`src/rtl/bmc_tx_pkg.sv`:
```
package bmc_tx_pkg;

    localparam int SAMPLE_BITS = 24;

    typedef enum logic [1:0] {
        FMT_LEFT  = 2'd0,
        FMT_I2S   = 2'd1,
        FMT_RIGHT = 2'd2
    } fmt_e;

    // preamble half-cell patterns, first half in the MSB, valid after a low level
    localparam logic [7:0] PRE_BLOCK = 8'b1110_1000;
    localparam logic [7:0] PRE_LEFT  = 8'b1110_0010;
    localparam logic [7:0] PRE_RIGHT = 8'b1110_0100;

    function automatic logic [4:0] width_of(input logic [1:0] code);
        case (code)
            2'd0:    width_of = 5'd16;
            2'd1:    width_of = 5'd18;
            2'd2:    width_of = 5'd20;
            default: width_of = 5'd24;
        endcase
    endfunction

endpackage

```
`src/rtl/bmc_serial_in.sv`:
```
module bmc_serial_in
    import bmc_tx_pkg::*;
#(
    parameter int SB = SAMPLE_BITS
) (
    input  logic          clk,
    input  logic          rst_n,
    input  logic          ser_clk,
    input  logic          ser_ws,
    input  logic          ser_dat,
    input  logic [1:0]    fmt,
    input  logic [1:0]    width_code,
    output logic          pair_valid,
    output logic [SB-1:0] pair_left,
    output logic [SB-1:0] pair_right
);

    localparam int CW = 6;

    typedef struct packed {
        logic [1:0]    ck_sy;
        logic [1:0]    ws_sy;
        logic [1:0]    dat_sy;
        logic          ck_prev;
        logic          ws_prev;
        logic [CW-1:0] cnt;
        logic [SB-1:0] shreg;
        logic [SB-1:0] hold_l;
        logic [SB-1:0] out_l;
        logic [SB-1:0] out_r;
        logic          pv;
    } ser_state_t;

    ser_state_t q, d;

    logic          rise, bit_in, ws_now, ws_edge, left_now;
    logic          cap, cap_left;
    logic [4:0]    wlen, shamt;
    logic [CW-1:0] cnt_next, last_pos;
    logic [SB-1:0] word, aligned;

    always_comb begin
        d        = q;
        d.ck_sy  = {q.ck_sy[0], ser_clk};
        d.ws_sy  = {q.ws_sy[0], ser_ws};
        d.dat_sy = {q.dat_sy[0], ser_dat};
        d.ck_prev = q.ck_sy[1];
        d.pv     = 1'b0;

        rise     = q.ck_sy[1] & ~q.ck_prev;
        bit_in   = q.dat_sy[1];
        ws_now   = q.ws_sy[1];
        ws_edge  = ws_now ^ q.ws_prev;
        left_now = (fmt == FMT_I2S) ? ~ws_now : ws_now;

        wlen     = width_of(width_code);
        shamt    = 5'(SB) - wlen;
        last_pos = (fmt == FMT_I2S) ? {1'b0, wlen} : ({1'b0, wlen} - 6'd1);
        cnt_next = ws_edge ? '0 : ((q.cnt == {CW{1'b1}}) ? q.cnt : q.cnt + 6'd1);

        if (fmt == FMT_RIGHT) begin
            // word ended by the select change: bits already shifted in
            cap      = ws_edge;
            cap_left = ~left_now;
            word     = q.shreg;
        end else begin
            cap      = (cnt_next == last_pos);
            cap_left = left_now;
            word     = {q.shreg[SB-2:0], bit_in};
        end
        aligned = word << shamt;

        if (rise) begin
            d.ws_prev = ws_now;
            d.cnt     = cnt_next;
            d.shreg   = {q.shreg[SB-2:0], bit_in};
            if (cap) begin
                if (cap_left) begin
                    d.hold_l = aligned;
                end else begin
                    d.out_l = q.hold_l;
                    d.out_r = aligned;
                    d.pv    = 1'b1;
                end
            end
        end
    end

    always_ff @(posedge clk or negedge rst_n) begin
        if (!rst_n) q <= '0;
        else        q <= d;
    end

    assign pair_valid = q.pv;
    assign pair_left  = q.out_l;
    assign pair_right = q.out_r;

    AST_PAIR_PULSE: assert property (@(posedge clk) disable iff (!rst_n)
        q.pv |=> !q.pv);

    AST_PAD_ZERO: assert property (@(posedge clk) disable iff (!rst_n)
        (q.pv && width_code == 2'd0) |-> (q.out_r[7:0] == 8'h00));

endmodule

```
`src/rtl/bmc_frame_timer.sv`:
```
module bmc_frame_timer #(
    parameter int HALF_DIV         = 4,
    parameter int FRAMES_PER_BLOCK = 192,
    localparam int DW = (HALF_DIV > 1) ? $clog2(HALF_DIV) : 1,
    localparam int FW = $clog2(FRAMES_PER_BLOCK)
) (
    input  logic          clk,
    input  logic          rst_n,
    output logic          tick,
    output logic          half,
    output logic [5:0]    slot,
    output logic [FW-1:0] frame
);

    typedef struct packed {
        logic [DW-1:0] div;
        logic          half;
        logic [5:0]    slot;
        logic [FW-1:0] frame;
    } tmr_state_t;

    tmr_state_t q, d;
    logic       tick_w;

    always_comb begin
        d      = q;
        tick_w = (q.div == DW'(HALF_DIV - 1));
        if (tick_w) begin
            d.div  = '0;
            d.half = ~q.half;
            if (q.half) begin
                d.slot = q.slot + 6'd1;
                if (q.slot == 6'd63) begin
                    d.frame = (q.frame == FW'(FRAMES_PER_BLOCK - 1)) ? '0 : q.frame + 1'b1;
                end
            end
        end else begin
            d.div = q.div + 1'b1;
        end
    end

    always_ff @(posedge clk or negedge rst_n) begin
        if (!rst_n) q <= '0;
        else        q <= d;
    end

    assign tick  = tick_w;
    assign half  = q.half;
    assign slot  = q.slot;
    assign frame = q.frame;

endmodule

```
`src/rtl/bmc_sub_enc.sv`:
```
module bmc_sub_enc
    import bmc_tx_pkg::*;
#(
    parameter int SB      = SAMPLE_BITS,
    parameter int CS_BITS = 32,
    parameter int FW      = 8
) (
    input  logic               clk,
    input  logic               rst_n,
    input  logic               tick,
    input  logic               half,
    input  logic [5:0]         slot,
    input  logic [FW-1:0]      frame,
    input  logic               pair_valid,
    input  logic [SB-1:0]      pair_left,
    input  logic [SB-1:0]      pair_right,
    input  logic               valid_flag,
    input  logic [CS_BITS-1:0] chstat,
    output logic               line,
    output logic               blk
);

    typedef struct packed {
        logic [SB-1:0] pend_l;
        logic [SB-1:0] pend_r;
        logic [SB-1:0] cur_l;
        logic [SB-1:0] cur_r;
        logic          line;
        logic          ref_lvl;
        logic          blk;
        logic          started;
    } enc_state_t;

    enc_state_t q, d;

    logic [4:0]    sub_slot;
    logic          right_sub, pre_zone, pre_start, cs_bit, ref_use, pbit, dbit;
    logic [2:0]    pidx;
    logic [7:0]    pat;
    logic [SB-1:0] sample;
    logic [31:0]   sf;

    always_comb begin
        d         = q;
        sub_slot  = slot[4:0];
        right_sub = slot[5];
        pre_zone  = (sub_slot < 5'd4);
        pidx      = {sub_slot[1:0], half};
        pre_start = pre_zone && (pidx == 3'd0);

        cs_bit = 1'b0;
        for (int i = 0; i < CS_BITS; i++) begin
            if (frame == FW'(i)) cs_bit = chstat[i];
        end

        sample     = right_sub ? q.cur_r : q.cur_l;
        sf         = '0;
        sf[27:4]   = sample;
        sf[28]     = valid_flag;
        sf[29]     = 1'b0;
        sf[30]     = cs_bit;
        sf[31]     = ^sf[30:4];

        pat     = right_sub ? PRE_RIGHT : ((frame == '0) ? PRE_BLOCK : PRE_LEFT);
        pbit    = pat[3'd7 - pidx];
        ref_use = pre_start ? q.line : q.ref_lvl;
        dbit    = sf[sub_slot];

        if (pair_valid) begin
            d.pend_l = pair_left;
            d.pend_r = pair_right;
        end

        if (tick) begin
            if (pre_start && !right_sub) begin
                d.cur_l = q.pend_l;
                d.cur_r = q.pend_r;
            end
            if (pre_zone) begin
                if (pre_start) begin
                    d.ref_lvl = q.line;
                    d.started = 1'b1;
                end
                d.line = pbit ^ ref_use;
            end else begin
                d.line = half ? (dbit ? ~q.line : q.line) : ~q.line;
            end
            d.blk = (frame == '0);
        end
    end

    always_ff @(posedge clk or negedge rst_n) begin
        if (!rst_n) q <= '0;
        else        q <= d;
    end

    assign line = q.line;
    assign blk  = q.blk;

    AST_CELL_EDGE: assert property (@(posedge clk) disable iff (!rst_n)
        (tick && !pre_zone && !half) |=> (q.line != $past(q.line)));

    AST_PARITY_LEVEL: assert property (@(posedge clk) disable iff (!rst_n)
        (tick && pre_start && q.started) |-> (q.line == q.ref_lvl));

    AST_BLK_ROSE: assert property (@(posedge clk) disable iff (!rst_n)
        $rose(q.blk) |-> (q.line != $past(q.line)));

endmodule

```
`src/rtl/bmc_audio_tx.sv`:
```
module bmc_audio_tx
    import bmc_tx_pkg::*;
#(
    parameter int HALF_DIV         = 4,
    parameter int FRAMES_PER_BLOCK = 192,
    parameter int CS_BITS          = 32
) (
    input  logic               clk,
    input  logic               rst_n,
    input  logic               ser_clk,
    input  logic               ser_ws,
    input  logic               ser_dat,
    input  logic [1:0]         fmt_sel,
    input  logic [1:0]         width_sel,
    input  logic               valid_flag,
    input  logic [CS_BITS-1:0] chstat_word,
    output logic               bmc_out,
    output logic               block_start
);

    localparam int FW = $clog2(FRAMES_PER_BLOCK);

    logic                   pv;
    logic [SAMPLE_BITS-1:0] pl, pr;
    logic                   tick, half;
    logic [5:0]             slot;
    logic [FW-1:0]          frame;

    bmc_serial_in #(.SB(SAMPLE_BITS)) u_ser (
        .clk        (clk),
        .rst_n      (rst_n),
        .ser_clk    (ser_clk),
        .ser_ws     (ser_ws),
        .ser_dat    (ser_dat),
        .fmt        (fmt_sel),
        .width_code (width_sel),
        .pair_valid (pv),
        .pair_left  (pl),
        .pair_right (pr)
    );

    bmc_frame_timer #(
        .HALF_DIV         (HALF_DIV),
        .FRAMES_PER_BLOCK (FRAMES_PER_BLOCK)
    ) u_tmr (
        .clk   (clk),
        .rst_n (rst_n),
        .tick  (tick),
        .half  (half),
        .slot  (slot),
        .frame (frame)
    );

    bmc_sub_enc #(
        .SB      (SAMPLE_BITS),
        .CS_BITS (CS_BITS),
        .FW      (FW)
    ) u_enc (
        .clk        (clk),
        .rst_n      (rst_n),
        .tick       (tick),
        .half       (half),
        .slot       (slot),
        .frame      (frame),
        .pair_valid (pv),
        .pair_left  (pl),
        .pair_right (pr),
        .valid_flag (valid_flag),
        .chstat     (chstat_word),
        .line       (bmc_out),
        .blk        (block_start)
    );

endmodule

```
`config.mk`:
```
export PLATFORM = sky130hd
export DESIGN_NAME = bmc_audio_tx
export DESIGN_NICKNAME = d
export VERILOG_FILES = /design/src/rtl/bmc_tx_pkg.sv /design/src/rtl/bmc_serial_in.sv /design/src/rtl/bmc_frame_timer.sv /design/src/rtl/bmc_sub_enc.sv /design/src/rtl/bmc_audio_tx.sv
export SDC_FILE = /design/constraint.sdc
export NUM_CORES = 1
export LEC_CHECK = 0
export BUFFER_PORTS_ARGS = -buffer_cell sky130_fd_sc_hd__buf_2
export CORE_MARGIN = 4
export CORE_UTILIZATION = 45
export CTS_CLUSTER_SIZE = 28
export DETAILED_ROUTE_END_ITERATION = 8
export HOLD_SLACK_MARGIN = 0.12
export PLACE_DENSITY_LB_ADDON = 0.1
export SETUP_SLACK_MARGIN = 0.15
export SYNTH_ARGS = -nofsm -noshare
export SYNTH_HDL_FRONTEND = slang
export SYNTH_SLANG_ARGS = --single-unit
```
`constraint.sdc`:
```
create_clock -name clk -period 3.05 [get_ports clk]
set_input_delay 0.305 -clock clk [delete_from_list [all_inputs] [get_ports clk]]
set_output_delay 0.305 -clock clk [all_outputs]
set_load 0.01 [all_outputs]
```
### Word level (Yosys, flattened, before mapping)

Index checks and enable logic that the tools add are counted.

* latch bits: 0
* output and inout bits: 2
* memories: 0
* bits in registers: 227
* ROM bits: 0
* input bits: 42
* word-level logic and storage cells: 153
* memory bits (writable): 0

* bitwise gates (word level): 9
* $lt $le $gt $ge: 3
* reduce and logical (&&, ||, !) cells: 14
* divide/modulo/power cells: 0
* $mul: 0
* muxes and demuxes: 56
* $add $sub $neg: 7
* equality and inequality tests: 41
* shift-type cells: 1

Operators with widths (count)
* 8-bit by 5-bit equality test with 1-bit output, second input constant: 16
* 8-bit by 4-bit equality test with 1-bit output, second input constant: 8
* 24-bit 2-to-1 mux: 2
* 1-bit 2-to-1 mux: 44
* 8-bit by 3-bit equality test with 1-bit output, second input constant: 4
* 27-bit parity: 1
* 24-bit by 5-bit left shift with 24-bit output: 1
* 6-bit 2-to-1 mux: 3
* 8-bit by 2-bit equality test with 1-bit output, second input constant: 2
* 8-bit 2-to-1 mux: 2
* 6-bit by 1-bit adder with 6-bit output, second input constant: 2
* 6-bit equality test, second input constant: 2
* 4-bit case mux with 3 select lines: 1
* 3-bit AND reduction: 3
* 8-bit by 1-bit adder with 8-bit output, second input constant: 1
* 8-bit by 1-bit equality test with 1-bit output, second input constant: 1
* 8-bit equality test, second input constant: 1
* 8-bit zero test: 1
* 2-bit AND reduction: 4
* 2-bit equality test, second input constant: 3
* 6-bit equality test: 1
* 5-bit by 6-bit < comparator with 1-bit output, second input constant: 1
* 1-bit inverter: 6
* 5-bit by 1-bit subtractor with 6-bit output, second input constant: 1
* other kinds (17): 20

### Longest topological paths before layout

Gate-level depths: netlist of run 1.

* depth in word-level cells: 39
* mapped depth: 15

### Hierarchy

A second synthesis of run 1 with hierarchy kept.

* cells, all modules: 1005
* area total of the unflattened synthesis: 12096.6 sq um

Modules (own cells, without submodules)
* bmc_serial_in: cells an instance 534, times used 1, area each 6075.8 sq um
* bmc_sub_enc: cells an instance 386, times used 1, area each 5108.6 sq um
* bmc_frame_timer: cells an instance 85, times used 1, area each 912.1 sq um

### Least setup slack after synthesis of run 1

Ideal clock, no wire load.

* kind: register to register
* start: register u_ser.q[97] (netlist bit)
* end: register u_ser.q, in the netlist u_ser.pair_right[17]
* buffers on the path: 3
* data required time: 2.925 ns
* path slack: 0.119 ns
* arrival time: 2.806 ns
* stages on the path, launching flop included: 15
* cells stage by stage: dfrtp_1 ha_1 and3_2 nand3_4 a31oi_1 o21ai_2 xnor2_1 o41ai_1 nand4_1 a21oi_1 and2_1 buf_4 buf_12 buf_12 mux2_4

* longest elaborated chain between the ends: 6

Ends and longest elaborated chain
* start: declaration: line bmc_serial_in.sv:34 `ser_state_t q, d;`
* start signal: assignment: line bmc_serial_in.sv:90 `if (!rst_n) q <= '0;`
* start signal: assignment: line bmc_serial_in.sv:91 `else q <= d;`
* 6-bit by 1-bit adder with 6-bit output or 6-bit equality test (tied branches): line bmc_serial_in.sv:59 `cnt_next = ws_edge ? '0 : ((q.cnt == {CW{1'b1}}) ? q.cnt : q.cnt + 6'd1);`
* 6-bit 2-to-1 mux (*) (2 in series): line bmc_serial_in.sv:59
* 6-bit equality test (*): line bmc_serial_in.sv:67 `cap = (cnt_next == last_pos);`
* 1-bit 2-to-1 mux (*): line bmc_serial_in.sv:61 `if (fmt == FMT_RIGHT) begin`
* 3-bit AND reduction (no line) (*)

Every way passes the cells marked *; elsewhere a longest branch is shown, timed or not.
A chain may end at the register's enable or synchronous reset.

### Final worst setup path of run 1

* start: register u_ser.q[98] (netlist bit)
* end: register u_ser.q, in the netlist u_ser.pair_right[6]

Same word-level chain as after synthesis.

==> impl_metrics.json, run 1 <==
{
  "fp.coreArea_sq_um": 25180,
  "netlist.area_leader.share_pct": 49.33,
  "status": "completed",
  "ios": 44,
  "slowest_delay_ns": 0.39,
  "setup_viol": 0,
  "cts.sinks": 227,
  "cts.root.buffer_cell": "clkbuf_16",
  "worstPathArrival_ns": 3.25,
  "synth.distinct_cells": 58,
  "wl_per_cell_um": 17.56,
  "antenna_found_initial": 0,
  "setup_tns_ns": 0,
  "crit_fanout": 12,
  "overflow": 0,
  "area_growth_pct": 16.44,
  "worst_path_dominant_cell_family": "compound AO/OA/AOI/OAI gates",
  "synth_nets": 1061,
  "cp.required_ns": 3.47,
  "yosysTopAreaCell": "dfrtp_1",
  "cp_slowest_cell": "dfrtp_1",
  "first_global_vias": 7752,
  "netlist_area_sq_um": 11520,
  "grt_start_max_net_pins": 85,
  "synth_ff_type": "dfrtp_1",
  "row_count": 58,
  "clk_pin_slew_ns": 0.06,
  "initialDrtViolationCount": 416,
  "p_per_area_nw_per_um2": 566.2,
  "final_nets": 1130,
  "initial_core_util_pct": 45.73,
  "seq_area_frac_synth_pct": 49.33,
  "grt_pass1_wl_mm": 41.33,
  "drc": 0,
  "fmax_mhz": 353.4,
  "peakVddDrop_mv": 0.4192,
  "gpl.final_weighted_congestion": 0.8380,
  "final_max_slew_viol_count": 0,
  "cts_tree": "built",
  "finalNonFillerCells": 1422,
  "via_count": 7543,
  "ant_nets": 0,
  "finalHoldViolCount": 0,
  "crit_chain": "ha_4 > and3_4 > nand3_4 > a31oi_4 > o21ai_4 > xnor2_2 > o41ai_2 > nand4_1 > a21oi_2 > and2_4 > clkbuf_16 > mux2_2",
  "postSynth.asyncResetShare_pct": 100.0,
  "die-area_sq_um": 28210,
  "avgViaCountPerCell": 5.305,
  "synth_cells": 1007,
  "cts_made_buffers": 26,
  "port_buffers": 43,
  "drive_above_1_share_pct": 30.77,
  "clock_path_buffers": 3,
  "finClkSkew_ns": 0.02436,
  "synth_edf_count": 0,
  "hold_path_class": "reg -> reg",
  "ys_warn_count": 0,
  "htree_levels": 1,
  "die_height_um": 168.0,
  "firstDrtPassIters": 4,
  "dp_hpwl_mm": 17.36,
  "insertion_delay_ns": 0.53,
  "synth.avg_cell_area_sq_um": 11.44,
  "max_slew_margin_pct": 56.43,
  "final_common_cell": "dfrtp_1",
  "min_period_ns": 2.829,
  "crit_type": "reg -> reg",
  "n_fill_cell": 2229,
  "worst_pin_slew_ns": 0.6535,
  "p_leak_nw": 6.572,
  "maxCapViolCount": 0,
  "die_w_um": 168.0,
  "worst_setup_path_end_kind": "register",
  "layout_common_cells": "dfrtp_1 (225), mux2_2 (149), nand2_1 (146)",
  "dp.cells": 1361,
  "grt_setup_unrepaired": "true",
  "whs_ns": 0.3477,
  "antenna_cells": 0,
  "cp-start-kind": "register",
  "totalWireLength_mm": 24.97,
  "ys_ff_latch": 227,
  "cp_num_buf_inv": 1,
  "period_share_pct": 92.77,
  "ys_top_cells_by_area": "dfrtp_1 (49%), mux2_2 (15%), mux2i_1 (6.4%)",
  "grt_use_total_pct": 17.64
}
-- layout make-up --
class	instances	area [sq um]	share of cell area (%)
Clock inverter	8	105.1	0.7838
Tap cell	330	412.9	3.079
Timing Repair Buffer	105	838.3	6.252
Multi-Input combinational cell	688	5534	41.27
Clock buffer	36	728.2	5.431
Sequential cell	227	5685	42.40
Inverter	28	105.1	0.7838
-- sequential cells by signal, summed over array words and instances, names as in the netlist --
signal            flops
u_enc.q              97
u_ser.q              57
u_ser.pair_left      24
u_ser.pair_right     24
u_tmr.frame           8
u_tmr.slot            6
u_ser.d               4
u_tmr.q               2
u_enc.blk             1
u_enc.line            1
u_ser.bit_in          1
u_ser.pair_valid      1
u_tmr.half            1
-- report_power, final --
group / internal (W) / leakage [nW] / switching (W)
Clock: 0.00183 / 0.411 / 0.00118
Combinational: 0.000475 / 3.11 / 0.000496
Sequential: 0.00337 / 3.05 / 0.000242
Total: 0.00567 / 6.57 / 0.00192
-- per-stage QoR --
| step | utilization (%) | total power, W | setup slack [ns] | area [sq um] |
|---|---|---|---|---|
| 6_report | 53.25 | 0.007592 | 0.2206 | 13410 |
| 2_1_floorplan | - | 0.004210 | 0.1863 | 11530 |
| 3_3_place_gp | 48.70 | 0.004556 | 0.07238 | 12260 |
| 4_1_cts | 52.52 | 0.007650 | 0.1521 | 13230 |
| 5_1_grt | 53.25 | 0.007975 | 0.07797 | 13410 |
| 3_5_place_dp | 48.70 | 0.004583 | 0.08662 | 12260 |
-- synthesized netlist by cell type (4+ instances only) --
master,n
xnor2_1,27
buf_1,12
buf_4,6
nor3_1,10
and2_1,4
clkbuf_1,35
mux4_2,14
nor2_1,40
a31oi_1,7
dfrtp_1,227
a211oi_1,10
o21ai_0,23
mux2i_1,74
inv_1,28
buf_2,6
nand4_1,6
o22ai_1,8
nor2b_1,14
nand2b_1,6
ha_1,12
nand3_1,9
nand2_1,146
o211ai_1,8
a21oi_1,34
nor3b_1,4
nor4_1,4
xor2_1,29
mux2_2,157
-- worst paths after layout --
check                                   startpoint                              end  slack (ns)  depth (start not counted)
setup / recovery           u_ser.q[98]$_DFFE_PN0P_  u_ser.pair_right[6]$_DFFE_PN0P_        0.22                         12
hold / removal              u_ser.d[106]$_DFF_PN0_           u_ser.bit_in$_DFF_PN0_        0.35                          0
setup reg to reg           u_ser.q[98]$_DFFE_PN0P_  u_ser.pair_right[6]$_DFFE_PN0P_        0.22                         12
hold reg to reg             u_ser.d[106]$_DFF_PN0_           u_ser.bit_in$_DFF_PN0_        0.35                          0
max in group asynchronous                    rst_n        u_tmr.slot[5]$_DFFE_PN0P_        1.80                          3
min in group asynchronous                    rst_n          u_enc.q[40]$_DFFE_PN0P_        0.39                          2
-- cells by family after synthesis --
family / after synthesis / share of synthesized area (%)
xor gates and xnor gates: 58 / 4.542
buffers and inverters: 92 / 3.737
AOI/OAI and AO/OA: 118 / 6.508
DFF: 227 / 49.33
adders and majority gates: 12 / 1.304
and+or+nand+nor: 252 / 9.670
muxes: 248 / 24.91
-- per-layer routing --
metal | share of wire, % | routed length (um) | up-vias | global-route usage (%)
met5 | 0 | 0 | - | 0
met4 | 2.3 | 570 | 0 | 4.940
met3 | 3.8 | 957 | 39 | 2.559
met2 | 47 | 11850 | 122 | 29.37
met1 | 46 | 11590 | 3710 | 24.28
li1 | - | - | 3672 | -
-- repair_timing --
item	in CTS	in global routing
resized for setup	4	24
endpoints found under the hold margin	82	0
setup buffers	2	7
setup endpoints to repair	54	61
pin swaps	2	5
gates cloned	2	2
hold buffers	4	0
Note: power is estimated with default switching activity, not from simulation.
==> inputs of run 2 (changes only) <==
--- a/config.mk
+++ b/config.mk
@@ -8,8 +8,9 @@
 export BUFFER_PORTS_ARGS = -buffer_cell sky130_fd_sc_hd__buf_2
 export CORE_MARGIN = 4
 export CORE_UTILIZATION = 45
-export CTS_CLUSTER_SIZE = 28
+export CTS_CLUSTER_SIZE = 16
 export DETAILED_ROUTE_END_ITERATION = 8
+export GPL_TIMING_DRIVEN = 0
 export HOLD_SLACK_MARGIN = 0.12
 export PLACE_DENSITY_LB_ADDON = 0.1
 export SETUP_SLACK_MARGIN = 0.15
==> impl_metrics.json, run 2 (same netlist as run 1, synthesis figures left out) <==
{
  "status": "completed",
  "p_leak_nw": 6.606,
  "wl_per_cell_um": 18.02,
  "finalHoldViolCount": 0,
  "grt_pass1_wl_mm": 43.09,
  "final_common_cell": "dfrtp_1",
  "grt_setup_unrepaired": "true",
  "min_period_ns": 2.808,
  "cts_tree": "built",
  "grt_use_total_pct": 18.69,
  "cp.required_ns": 3.45,
  "initial_core_util_pct": 45.73,
  "clock_path_buffers": 3,
  "crit_type": "reg -> reg",
  "final_nets": 1160,
  "layout_common_cells": "dfrtp_1 (223), mux2_2 (149), nand2_1 (146)",
  "internal_power_w": 0.005768,
  "fmax_mhz": 356.2,
  "worstPathArrival_ns": 3.21,
  "area_growth_pct": 17.57,
  "layout_setup_ws_ns": 0.2423,
  "via_count": 7816,
  "swShare_pct": 25.45,
  "r2r_slack_ns": 0.24,
  "row_count": 58,
  "final_max_slew_viol_count": 0,
  "clkPwrFrac_pct": 41.1,
  "reg2regPathDepth": 14,
  "pre_cts_ws_ns": -0.3134,
  "initialDrtViolationCount": 572,
  "antenna_cells": 0,
  "drc": 0,
  "period_share_pct": 92.06,
  "clk_pin_slew_ns": 0.06,
  "top_regs": "u_enc.q x97, u_ser.q x57",
  "peakVddDrop_mv": 0.4198,
  "first_global_vias": 7926,
  "ant_nets": 0,
  "grt_start_max_net_pins": 104,
  "r2r_start": "u_ser.q[98]$_DFFE_PN0P_",
  "top_register": "u_enc.q",
  "dp_hpwl_mm": 18.74,
  "gpl.final_weighted_congestion": 0.9011,
  "finClkSkew_ns": 0.01916,
  "max_slew_margin_pct": 46.57,
  "hold_path_class": "in -> async",
  "dpl-instance-area_sq_um": 12230,
  "ios": 44,
  "setup_viol": 0,
  "totalWireLength_mm": 26.22,
  "drive_above_1_share_pct": 29.78,
  "fp.coreArea_sq_um": 25180,
  "p_seq_share_pct": 46.5,
  "avgViaCountPerCell": 5.372,
  "p_per_area_nw_per_um2": 571.5,
  "worst_setup_path_end_kind": "register",
  "cts.sinks": 227,
  "dp.cells": 1382,
  "stdcell_area_sq_um": 13540,
  "die-area_sq_um": 28210,
  "die_w_um": 168.0,
  "comb_power_share_pct": 12.4,
  "critical_path.reg2reg.endpoint": "u_ser.q[57]$_DFFE_PN0P_",
  "firstDrtPassIters": 5,
  "cp-start-kind": "register",
  "power.switching_w": 0.001969,
  "cts.root.buffer_cell": "clkbuf_16",
  "maxCapViolCount": 0,
  "finalPower_w": 0.007737,
  "cts_made_buffers": 26,
  "antenna_found_initial": 0,
  "crit_fanout": 10,
  "n_fill_cell": 2236,
  "htree_levels": 1,
  "finalNonFillerCells": 1455,
  "largest_reg_flops": 97,
  "port_buffers": 43,
  "worst_pin_slew_ns": 0.7942,
  "overflow": 0,
  "die_height_um": 168.0,
  "insertion_delay_ns": 0.53
}
run 2: cell types whose count changed in the layout (fill, tap and decap cells not counted), moves of 3 or more:
cell	change
clkbuf_2	+4
buf_6	+6
ha_2	-3
buf_4	-27
dfrtp_2	+3
clkbuf_1	+31
buf_1	+6
ha_1	+3
buf_2	+7
run 2: critical path, stage by stage, from the launching register on:
cell	delay [ns]
dfrtp_2	0.42
ha_4	0.16
and3_4	0.19
nand3_4	0.12
mux2i_1	0.19
nor2_1	0.07
xnor2_1	0.17
nand4_1	0.12
o41ai_2	0.07
nand4_1	0.16
a21oi_2	0.18
nor2b_4	0.19
buf_8	0.15
buf_12	0.15
mux2_2	0.33
run 2: worst max path at each step:
stage / start / endpoint / slack, ns / cells after the start
global route: u_ser.q[98]$_DFFE_PN0P_ / u_ser.pair_right[19]$_DFFE_PN0P_ / 0.03 / 15
detailed placement: u_ser.q[97]$_DFFE_PN0P_ / u_ser.q[62]$_DFFE_PN0P_ / -0.31 / 13
finish: u_ser.q[98]$_DFFE_PN0P_ / u_ser.q[57]$_DFFE_PN0P_ / 0.24 / 14
global placement: rst_n / u_ser.pair_left[0]$_DFFE_PN0P_ / -2.46 / 1
CTS: u_tmr.frame[0]$_DFFE_PN0P_ / u_enc.line$_DFFE_PN0P_ / 0.15 / 13
floorplan: u_ser.q[97]$_DFFE_PN0P_ / u_ser.pair_right[17]$_DFFE_PN0P_ / 0.19 / 14
run 2: power by group through the flow:
stage	logic [W]	clock network, W	registers [W]
floorplan	0.000649	0	0.00356
global route	0.00108	0.00339	0.00364
detailed placement	0.000916	0	0.00365
CTS	0.000960	0.00327	0.00360
global placement	0.000892	0	0.00364
finish	0.000960	0.00318	0.00360
run 2: layout make-up:
type / instances / area [sq um] / share of cell area (%)
plain buffers: 64 / 386.6 / 2.856
clock buffers: 35 / 735.7 / 5.434
clock inverters: 12 / 146.4 / 1.081
inverters: 28 / 105.1 / 0.7763
multi-input cells: 688 / 5553 / 41.01
flip-flops and latches: 227 / 5685 / 41.99
well taps: 330 / 412.9 / 3.050
repair buffers: 71 / 514.2 / 3.798
run 2: repair_timing:
item | 4_1_cts | 5_1_grt
setup endpoints to repair | 99 | 87
buffers inserted | 11 | 11
hold endpoints to repair | 54 | 0
hold buffers | 4 | 0
pin swaps | 5 | 9
gates resized for setup | 32 | 32
run 2: through the flow:
step | hold WS (ns) | utilization, % | setup TNS, ns
floorplan | 0.009409 | - | 0
global placement | 0.3323 | 48.30 | -563.95
detailed placement | 0.2432 | 48.56 | -13.79
CTS | 0.2919 | 53.06 | 0
global route | 0.2988 | 53.77 | 0
finish | 0.2733 | 53.77 | 0
run 2: layer usage:
layer,routed length (um),part of all wire (%),track usage [%]
met3,1078,4.1,3.123
met1,12550,48,27.16
met5,0,0,0
met2,11960,46,29.39
met4,628,2.4,4.764
==> inputs of run 3 (changes only) <==
--- a/config.mk
+++ b/config.mk
@@ -6,7 +6,7 @@
 export NUM_CORES = 1
 export LEC_CHECK = 0
 export BUFFER_PORTS_ARGS = -buffer_cell sky130_fd_sc_hd__buf_2
-export CORE_MARGIN = 4
+export CORE_MARGIN = 8
 export CORE_UTILIZATION = 45
 export CTS_CLUSTER_SIZE = 16
 export DETAILED_ROUTE_END_ITERATION = 8
==> impl_metrics.json, run 3 (same netlist as run 1, synthesis figures left out) <==
{
  "status": "completed",
  "layout_setup_ws_ns": 0.2191,
  "worst_setup_path_end_kind": "register",
  "grt_start_max_net_pins": 108,
  "cp-start-kind": "register",
  "final_nets": 1161,
  "power.switching_w": 0.001946,
  "ios": 44,
  "totalWireLength_mm": 27.21,
  "via_count": 7765,
  "largest_reg_flops": 97,
  "period_share_pct": 92.82,
  "final_max_slew_viol_count": 0,
  "cp_slowest_cell": "nor4_1",
  "cts_tree": "built",
  "dp_hpwl_mm": 18.86,
  "peakVddDrop_mv": 0.3504,
  "die-area_sq_um": 30970,
  "insertion_delay_ns": 0.52,
  "clock_path_buffers": 3,
  "pre_cts_ws_ns": -0.2940,
  "grt_pass1_wl_mm": 43.35,
  "layout_common_cells": "dfrtp_1 (222), nand2_1 (145), mux2_2 (141)",
  "cts.sinks": 227,
  "stdcell_area_sq_um": 13590,
  "slowest_delay_ns": 0.67,
  "crit_type": "reg -> reg",
  "drive_above_1_share_pct": 29.51,
  "r2r_slack_ns": 0.22,
  "antenna_found_initial": 0,
  "p_seq_share_pct": 48.5,
  "finClkSkew_ns": 0.008130,
  "worst_path_dominant_cell_family": "simple AND/OR/NAND/NOR gates",
  "port_buffers": 43,
  "avgViaCountPerCell": 5.337,
  "whs_ns": 0.2763,
  "cts.root.buffer_cell": "clkbuf_16",
  "cp.required_ns": 3.45,
  "hold_path_class": "in -> async",
  "antenna_cells": 0,
  "setup_viol": 0,
  "min_period_ns": 2.831,
  "firstDrtPassIters": 4,
  "finalPower_w": 0.007462,
  "internal_power_w": 0.005516,
  "crit_fanout": 7,
  "p_leak_nw": 6.605,
  "finalHoldViolCount": 0,
  "top_register": "u_enc.q",
  "cts_made_buffers": 25,
  "clk_pin_slew_ns": 0.06,
  "finalNonFillerCells": 1455,
  "maxCapViolCount": 0,
  "overflow": 0,
  "worstPathArrival_ns": 3.24,
  "fmax_mhz": 353.2,
  "initialDrtViolationCount": 505,
  "wl_per_cell_um": 18.70,
  "worst_pin_slew_ns": 0.9704,
  "comb_power_share_pct": 13.3,
  "fp.coreArea_sq_um": 25180,
  "dp.cells": 1382,
  "swShare_pct": 26.08,
  "drc": 0,
  "final_common_cell": "dfrtp_1",
  "grt_use_total_pct": 17.24,
  "n_fill_cell": 2181,
  "htree_levels": 1,
  "clkPwrFrac_pct": 38.3,
  "gpl.final_weighted_congestion": 0.8998,
  "ant_nets": 0,
  "first_global_vias": 7708,
  "die_height_um": 176.0,
  "initial_core_util_pct": 45.73,
  "row_count": 58,
  "die_w_um": 176.0,
  "cp_num_buf_inv": 1,
  "grt_setup_unrepaired": "true",
  "max_slew_margin_pct": 34.39,
  "top_regs": "u_enc.q x97, u_ser.q x57",
  "crit_chain": "nor4_1 > nand2_2 > buf_4 > a21oi_1 > o21ai_0 > mux2i_1 > o21ai_2 > mux2_2 > nor2_1 > a211o_1 > a21o_1",
  "area_growth_pct": 18.00,
  "dpl-instance-area_sq_um": 12230,
  "p_per_area_nw_per_um2": 549.1
}
## run 3: cell types whose count changed in the layout (fill, tap and decap cells not counted), sizes merged
cell	delta
clkinv	-2
clkbuf	+7
buf	-3
bufinv	-2
## run 3: path summary, 6_finish.rpt
check | depth (start not counted) | end | from
hold reg to reg | 0 | u_ser.bit_in$_DFF_PN0_ | u_ser.d[106]$_DFF_PN0_
hold / removal | 2 | u_tmr.frame[0]$_DFFE_PN0P_ | rst_n
max in group asynchronous | 4 | u_enc.q[50]$_DFFE_PN0P_ | rst_n
setup reg to reg | 11 | u_enc.line$_DFFE_PN0P_ | u_tmr.frame[6]$_DFFE_PN0P_
min in group clk | 0 | u_ser.bit_in$_DFF_PN0_ | u_ser.d[106]$_DFF_PN0_
setup / recovery | 11 | u_enc.line$_DFFE_PN0P_ | u_tmr.frame[6]$_DFFE_PN0P_
## run 3: cell type report
cell class	count	area [sq um]	share of cell area, %
Sequential cell	227	5687	41.85
Multi-Input combinational cell	688	5587	41.11
Clock buffer	37	700.7	5.156
Timing Repair Buffer	73	603.1	4.438
Buffer	64	425.4	3.130
Tap cell	330	412.9	3.038
Inverter	28	105.1	0.7734
Clock inverter	8	68.82	0.5064
## run 3: through the flow
| step | TNS [ns] | utilization, % |
|---|---|---|
| detailed placement | -10.12 | 48.56 |
| floorplan | 0 | - |
| global placement | -566.93 | 48.30 |
| CTS | 0 | 52.51 |
| global route | 0 | 53.96 |
| finish | 0 | 53.96 |
## run 3: worst register-to-register path: cells and delay by family (launching register included)
kind,cells,cell delay [ns]
DFF,1,0.43
AOI/OAI and AO/OA,5,0.84
and+or+nand+nor,3,0.91
muxes,2,0.35
buffers and inverters,1,0.20
## run 3: metal layers
metal	GRT usage [%]	wire, um	vias to the layer above
li1	-	-	3729
met1	25.34	13490	3881
met2	26.53	12430	126
met3	2.478	923	29
met4	3.992	362	0
met5	0	0	-
## run 3: what timing repair did
action / in CTS / in global routing
gates resized for setup: 32 / 49
cloned: 1 / 4
hold buffers: 4 / 0
pin swaps: 4 / 1
setup endpoints to repair: 97 / 80
endpoints found under the hold margin: 113 / 0
buffers inserted: 7 / 12
## run 3: power by group through the flow
stage | sequential [W] | clock, W | combinational, W
2_1_floorplan | 0.00356 | 0 | 0.000649
3_3_place_gp | 0.00366 | 0 | 0.000891
3_5_place_dp | 0.00366 | 0 | 0.000913
4_1_cts | 0.00361 | 0.00293 | 0.000954
5_1_grt | 0.00366 | 0.00309 | 0.00111
6_report | 0.00362 | 0.00285 | 0.000991
